$ cat config.mk
export PLATFORM = sky130hd
export DESIGN_NAME = lsd_rst_en_ctrl
export DESIGN_NICKNAME = d
export VERILOG_FILES = /design/src/rtl/rgc_pkg.sv /design/src/rtl/rgc_sync.sv /design/src/rtl/rgc_chan.sv /design/src/rtl/lsd_rst_en_ctrl.sv
export SDC_FILE = /design/constraint.sdc
export NUM_CORES = 1
export LEC_CHECK = 0
export BUFFER_PORTS_ARGS = -buffer_cell sky130_fd_sc_hd__buf_2
export CAP_MARGIN = 30
export CORE_ASPECT_RATIO = 0.75
export CORE_MARGIN = 10
export CORE_UTILIZATION = 45
export CTS_CLUSTER_SIZE = 14
export DETAILED_ROUTE_END_ITERATION = 6
export GPL_ROUTABILITY_DRIVEN = 0
export PLACE_DENSITY = 0.76
export SYNTH_ARGS = -nofsm -noshare
export SYNTH_HDL_FRONTEND = slang
export SYNTH_SLANG_ARGS = --single-unit
$ cat constraint.sdc
create_clock -name clk -period 1.45 [get_ports clk]
set_input_delay 0.3625 -clock clk [delete_from_list [all_inputs] [get_ports clk]]
set_output_delay 0.3625 -clock clk [all_outputs]
set_load 0.03 [all_outputs]
$ cat src/rtl/rgc_pkg.sv
package rgc_pkg;
  localparam int unsigned CH_DEFAULT   = 6;
  localparam int unsigned SYNC_DEFAULT = 2;

  typedef struct packed {
    logic in_rst;
    logic en_act;
  } ctl_state_t;
endpackage

$ cat src/rtl/rgc_sync.sv
module rgc_sync #(
  parameter int unsigned STAGES  = 2,
  parameter logic        RST_VAL = 1'b0
) (
  input  logic clk,
  input  logic srst,
  input  logic d,
  output logic q
);
  logic [STAGES-1:0] sh;

  always_ff @(posedge clk) begin
    if (srst) sh <= {STAGES{RST_VAL}};
    else      sh <= {sh[STAGES-2:0], d};
  end

  assign q = sh[STAGES-1];
endmodule

$ cat src/rtl/rgc_chan.sv
module rgc_chan (
  input  logic clk,
  input  logic rst_i,
  input  logic diag_on_i,
  input  logic rearm_i,
  input  logic gate_ok_i,
  input  logic cmd_i,
  input  logic fault_i,
  output logic gate_o,
  output logic stat_o,
  output logic shut_o
);
  logic gate_q, stat_q, shut_q;
  logic hit;

  assign hit = fault_i & diag_on_i;

  always_ff @(posedge clk) begin
    if (rst_i) begin
      gate_q <= 1'b0;
      stat_q <= 1'b0;
      shut_q <= 1'b0;
    end else begin
      stat_q <= stat_q | hit;
      shut_q <= (shut_q & ~rearm_i) | hit;
      gate_q <= cmd_i & ~shut_q & gate_ok_i;
    end
  end

  assign gate_o = gate_q;
  assign stat_o = stat_q;
  assign shut_o = shut_q;

  // a gate can only be on if it was commanded the cycle before
  p_gate_needs_cmd_r7: assert property (@(posedge clk) disable iff (rst_i)
    gate_q |-> $past(cmd_i));
  // a shut channel drives no gate on the following cycle
  p_shut_blocks_gate_r8: assert property (@(posedge clk) disable iff (rst_i)
    shut_q |=> !gate_q);
  // sticky status never falls outside reset
  p_stat_sticky_r10: assert property (@(posedge clk) disable iff (rst_i)
    stat_q |=> stat_q);
endmodule

$ cat src/rtl/lsd_rst_en_ctrl.sv
module lsd_rst_en_ctrl #(
  parameter int unsigned NUM_CH      = rgc_pkg::CH_DEFAULT,
  parameter int unsigned SYNC_STAGES = rgc_pkg::SYNC_DEFAULT
) (
  input  logic              clk,
  input  logic              por_i,
  input  logic              rst_pin_n_i,
  input  logic              en_pin_n_i,
  input  logic [NUM_CH-1:0] cmd_i,
  input  logic [NUM_CH-1:0] fault_i,
  output logic [NUM_CH-1:0] gate_o,
  output logic [NUM_CH-1:0] fault_stat_o,
  output logic [NUM_CH-1:0] shut_o,
  output logic              spi_en_o,
  output logic              flag_en_o,
  output logic              timer_clk_en_o,
  output logic              diag_en_o,
  output logic              retry_rst_o,
  output logic              reg_init_o,
  output logic              status_clr_o
);
  import rgc_pkg::*;

  localparam logic [NUM_CH-1:0] ALL_OFF = '0;

  logic rst_s, en_s;
  logic raw_rst;
  logic en_prev;
  logic rearm;
  logic diag_on;
  logic gate_ok;
  ctl_state_t st;
  logic [NUM_CH-1:0] gate_q;

  rgc_sync #(.STAGES(SYNC_STAGES), .RST_VAL(1'b0)) u_rst_sync (
    .clk(clk), .srst(por_i), .d(rst_pin_n_i), .q(rst_s));

  rgc_sync #(.STAGES(SYNC_STAGES), .RST_VAL(1'b1)) u_en_sync (
    .clk(clk), .srst(por_i), .d(en_pin_n_i), .q(en_s));

  assign st.in_rst = por_i | ~rst_s;
  assign st.en_act = ~en_s;
  assign raw_rst   = por_i | ~rst_pin_n_i;
  assign diag_on   = ~st.in_rst & st.en_act;
  assign gate_ok   = ~st.in_rst & st.en_act;
  assign rearm     = st.en_act & ~en_prev;

  always_ff @(posedge clk) begin
    if (st.in_rst) begin
      en_prev        <= 1'b0;
      spi_en_o       <= 1'b0;
      flag_en_o      <= 1'b0;
      timer_clk_en_o <= 1'b0;
      diag_en_o      <= 1'b0;
      retry_rst_o    <= 1'b1;
      reg_init_o     <= 1'b1;
      status_clr_o   <= 1'b1;
    end else begin
      en_prev        <= st.en_act;
      spi_en_o       <= 1'b1;
      flag_en_o      <= 1'b1;
      timer_clk_en_o <= 1'b1;
      diag_en_o      <= st.en_act;
      retry_rst_o    <= ~st.en_act;
      reg_init_o     <= 1'b0;
      status_clr_o   <= 1'b0;
    end
  end

  for (genvar k = 0; k < NUM_CH; k++) begin : g_ch
    rgc_chan u_chan (
      .clk      (clk),
      .rst_i    (st.in_rst),
      .diag_on_i(diag_on),
      .rearm_i  (rearm),
      .gate_ok_i(gate_ok),
      .cmd_i    (cmd_i[k]),
      .fault_i  (fault_i[k]),
      .gate_o   (gate_q[k]),
      .stat_o   (fault_stat_o[k]),
      .shut_o   (shut_o[k])
    );
  end

  // The assert side of reset bypasses every flop
  assign gate_o = raw_rst ? ALL_OFF : gate_q;

  // gates low the moment either reset source is asserted
  always_comb begin
    if (raw_rst) p_gate_off_raw_rst_r2: assert (gate_o == ALL_OFF);
  end
  // serial slave stopped one cycle into internal reset
  p_spi_off_in_reset_r2: assert property (@(posedge clk) disable iff (por_i)
    st.in_rst |=> !spi_en_o);
  // disabled chip drives no gate in the next cycle
  p_gate_off_disabled_r4: assert property (@(posedge clk) disable iff (st.in_rst)
    !st.en_act |=> (gate_o == ALL_OFF));
  // enable pin never takes the serial slave down
  p_spi_kept_r5: assert property (@(posedge clk) disable iff (st.in_rst)
    (spi_en_o && !st.en_act) |=> spi_en_o);
  // an enable rising edge leaves no channel shut unless a new fault hit
  p_rearm_r6: assert property (@(posedge clk) disable iff (st.in_rst)
    (rearm && ((fault_i & {NUM_CH{diag_on}}) == ALL_OFF)) |=> (shut_o == ALL_OFF));
endmodule

==> impl_metrics.sql <==
INSERT INTO impl_metrics (metric_group, metric, value, unit) VALUES
('cts', 'postCtsHoldBufs', '0', ''),
('outcome', 'run_status', 'completed', ''),
('global_route', 'gr-usage-all-layers', '0.09467', ''),
('routing', 'drt_pass1_iterations', '4', ''),
('synthesis', 'post_synthesis_instance_total', '94', ''),
('sta', 'fin_worst_skew', '11.41', 'ps'),
('cts', 'tritoncts.num_buffers', '3', ''),
('worst_setup_path', 'crit_path_cells', 'buf_2', ''),
('cts', 'clock_tree_buf_depth', '2', ''),
('routing', 'detail_route.iter0.violations', '13', ''),
('synthesis', 'postSynth.asyncResetShare', '0', ''),
('floorplanning', 'io_pins', '41', ''),
('placed_design', 'dpl_worst_slack', '-66.11', 'ps'),
('cts', 'cts_post_setup_buffers_inserted', '0', ''),
('worst_setup_path', 'timing.critical_path.slowest_cell_delay', '440', 'ps'),
('cells_and_area', 'flow.area_growth_from_synthesis', '17.12', '%'),
('synthesis', 'synth_top_family_by_area', 'simple AND/OR/NAND/NOR gates', ''),
('sta', 'hold_viol_final', '0', ''),
('routing', 'detail_route.vias_per_cell', '4.572', ''),
('synthesis', 'synth.net_count', '110', ''),
('sta', 'achievable_freq', '732.4', 'MHz'),
('floorplanning', 'initial_utilization', '0.4789', ''),
('synthesis', 'yosys.area_share.xor_xnor', '0', ''),
('global_route', 'grt_overflow', '0', ''),
('sta', 'final_critical_path_setup_slack', '84.54', 'ps'),
('sta', 'tightest_slew', '511.5', 'ps'),
('cts', 'clock-sinks', '26', ''),
('synthesis', 'compound_gate_fraction_of_synth_area', '0.09339', ''),
('cts', 'cts_tree', 'yes', ''),
('sta', 'slew_headroom', '0.6590', ''),
('floorplanning', 'die_area', '0.004415', 'mm^2'),
('synthesis', 'syn_area', '964.7', 'um^2'),
('floorplanning', 'placement_rows', '14', ''),
('worst_setup_path', 'r2r.worst_path.cells', '2', ''),
('worst_setup_path', 'cp_data_required_time', '1090', 'ps'),
('pwr', 'fin_total_pwr', '1.275', 'mW'),
('routing', 'route.antenna.remaining_nets', '0', ''),
('sta', 'grt_setup_unrepaired', 'no', ''),
('synthesis', 'synth_ff_type', 'dfxtp_1', ''),
('synthesis', 'synth-edff-count', '0', ''),
('worst_setup_path', 'path_max_fanout', '7', ''),
('synthesis', 'syn_avg_cell_area', '10.26', 'um^2'),
('global_route', 'antenna_found_initial', '0', ''),
('synthesis', 'synth_common_cells', '26 x dfxtp_1, 15 x buf_4, 12 x a21oi_1', ''),
('routing', 'drt-wirelength-per-cell', '13.60', 'um'),
('cts', 'clk_pin_slew', '140', 'ps'),
('cts', 'htree_num_levels', '1', ''),
('worst_setup_path', 'timing.critical_path.from_type', 'register', ''),
('cells_and_area', 'antenna-diode-count', '0', ''),
('routing', 'drc', '0', ''),
('global_route', 'busiest_layer', 'met2', ''),
('cts', 'cts_root_buf', 'clkbuf_4', ''),
('placed_design', 'port_buffers', '40', ''),
('worst_setup_path', 'cp-startpoint', 'en_prev', ''),
('pwr', 'p_per_area', '1129', 'mW/mm^2'),
('synthesis', 'yosys-mux-area-fraction', '0', ''),
('cells_and_area', 'fillCellCount', '190', ''),
('routing', 'route.final.wire_length', '1972', 'um'),
('worst_setup_path', 'path_delay_family', 'flip-flops', ''),
('routing', 'via_count', '663', ''),
('worst_setup_path', 'setup.worst_path.class', 'register to output pin', ''),
('synthesis', 'synthMostInstantiatedCell', 'dfxtp_1', ''),
('worst_setup_path', 'cp-endpoint', 'diag_en_o', ''),
('cells_and_area', 'finalNetCount', '138', ''),
('global_route', 'first_global_vias', '680', ''),
('worst_setup_path', 'r2r_setup_slack', '280', 'ps'),
('worst_setup_path', 'critPathCaptureType', 'output pin', ''),
('synthesis', 'synth.top_cells.by_area', 'dfxtp_1 54%, buf_4 12%, nor3b_2 7.8%', ''),
('synthesis', 'synth-seq-cells', '26', ''),
('floorplanning', 'die-width', '73.47', 'um'),
('sta', 'slew_viol_final', '0', '');
## layer usage
layer	wire (um)	vias to the layer above	share of wire
met5	0	-	0
met4	14	0	0.0071
met3	187	2	0.095
met1	721	303	0.37
met2	1047	21	0.53
li1	-	337	-
## layout by cell type (no fill, tap or decap)
cell	count
buf_2	40
dfxtp_1	26
a21oi_1	12
inv_1	8
nand2b_1	7
nor3b_2	6
o21ai_0	6
and2_1	6
clkbuf_4	3
or2_2	2
or3b_1	1
nor2b_4	1
and2b_1	1
bufinv_16	1
buf_4	1
## cells by family after synthesis
family | count (synthesis)
DFF | 26
buffers and inverters | 26
and+or+nand+nor | 24
AOI/OAI and AO/OA | 18
## where the power goes
group | switching [mW] | leakage (nW) | internal, mW | total, mW
Sequential | 0.00348 | 0.211 | 0.723 | 0.727
Combinational | 0.0318 | 0.284 | 0.0310 | 0.0628
Clock | 0.206 | 0.0279 | 0.280 | 0.486
Total | 0.242 | 0.522 | 1.03 | 1.28
## flip-flops by register name (all words and copies together) (netlist names)
signal / count
u_rst_sync.sh: 2
status_clr_o: 1
g_ch.u_chan.gate_o: 6
timer_clk_en_o: 1
retry_rst_o: 1
en_prev: 1
g_ch.u_chan.stat_o: 6
u_en_sync.sh: 2
g_ch.u_chan.shut_o: 6
## metrics by stage
step                      cells  setup TNS, ps  utilization  hold slack [ps]  instance area (um^2)
after detailed placement    141         -358.1       0.5311            403.2                  1070
after global routing        145              0       0.5609            190.5                  1130
final                       145              0       0.5609            209.1                  1130
after global placement      141         -216.4       0.5311            391.7                  1070
after floorplan              94              0            -            389.5                 964.7
after CTS                   145              0       0.5584            194.7                  1125
## cell type report
cell class | count | area (um^2) | area share
Timing Repair Buffer | 41 | 207.7 | 0.1838
Sequential cell | 26 | 520.5 | 0.4607
Multi-Input combinational cell | 42 | 289.0 | 0.2558
Inverter | 8 | 30.03 | 0.02658
Clock buffer | 3 | 22.52 | 0.01993
Clock inverter | 1 | 30.03 | 0.02658
Tap cell | 24 | 30.03 | 0.02658
## worst min path at each step
stage                          startpoint              end  slack, ps  cells past startpoint
after floorplan           u_en_sync.sh[0]  u_en_sync.sh[1]        390                      1
after global placement    u_en_sync.sh[0]  u_en_sync.sh[1]        390                      1
after detailed placement  u_en_sync.sh[0]  u_en_sync.sh[1]        400                      1
after CTS                      en_pin_n_i  u_en_sync.sh[0]        190                      2
after global routing           en_pin_n_i  u_en_sync.sh[0]        190                      2
final                          en_pin_n_i  u_en_sync.sh[0]        210                      2
## repair_timing
| action | CTS | global route |
|---|---|---|
| endpoints found under the hold margin | 0 | 0 |
| setup endpoints to repair | 6 | 6 |
| pin swaps | 0 | 0 |
| gates resized for setup | 1 | 1 |
Power figures use the tool's default switching activity.
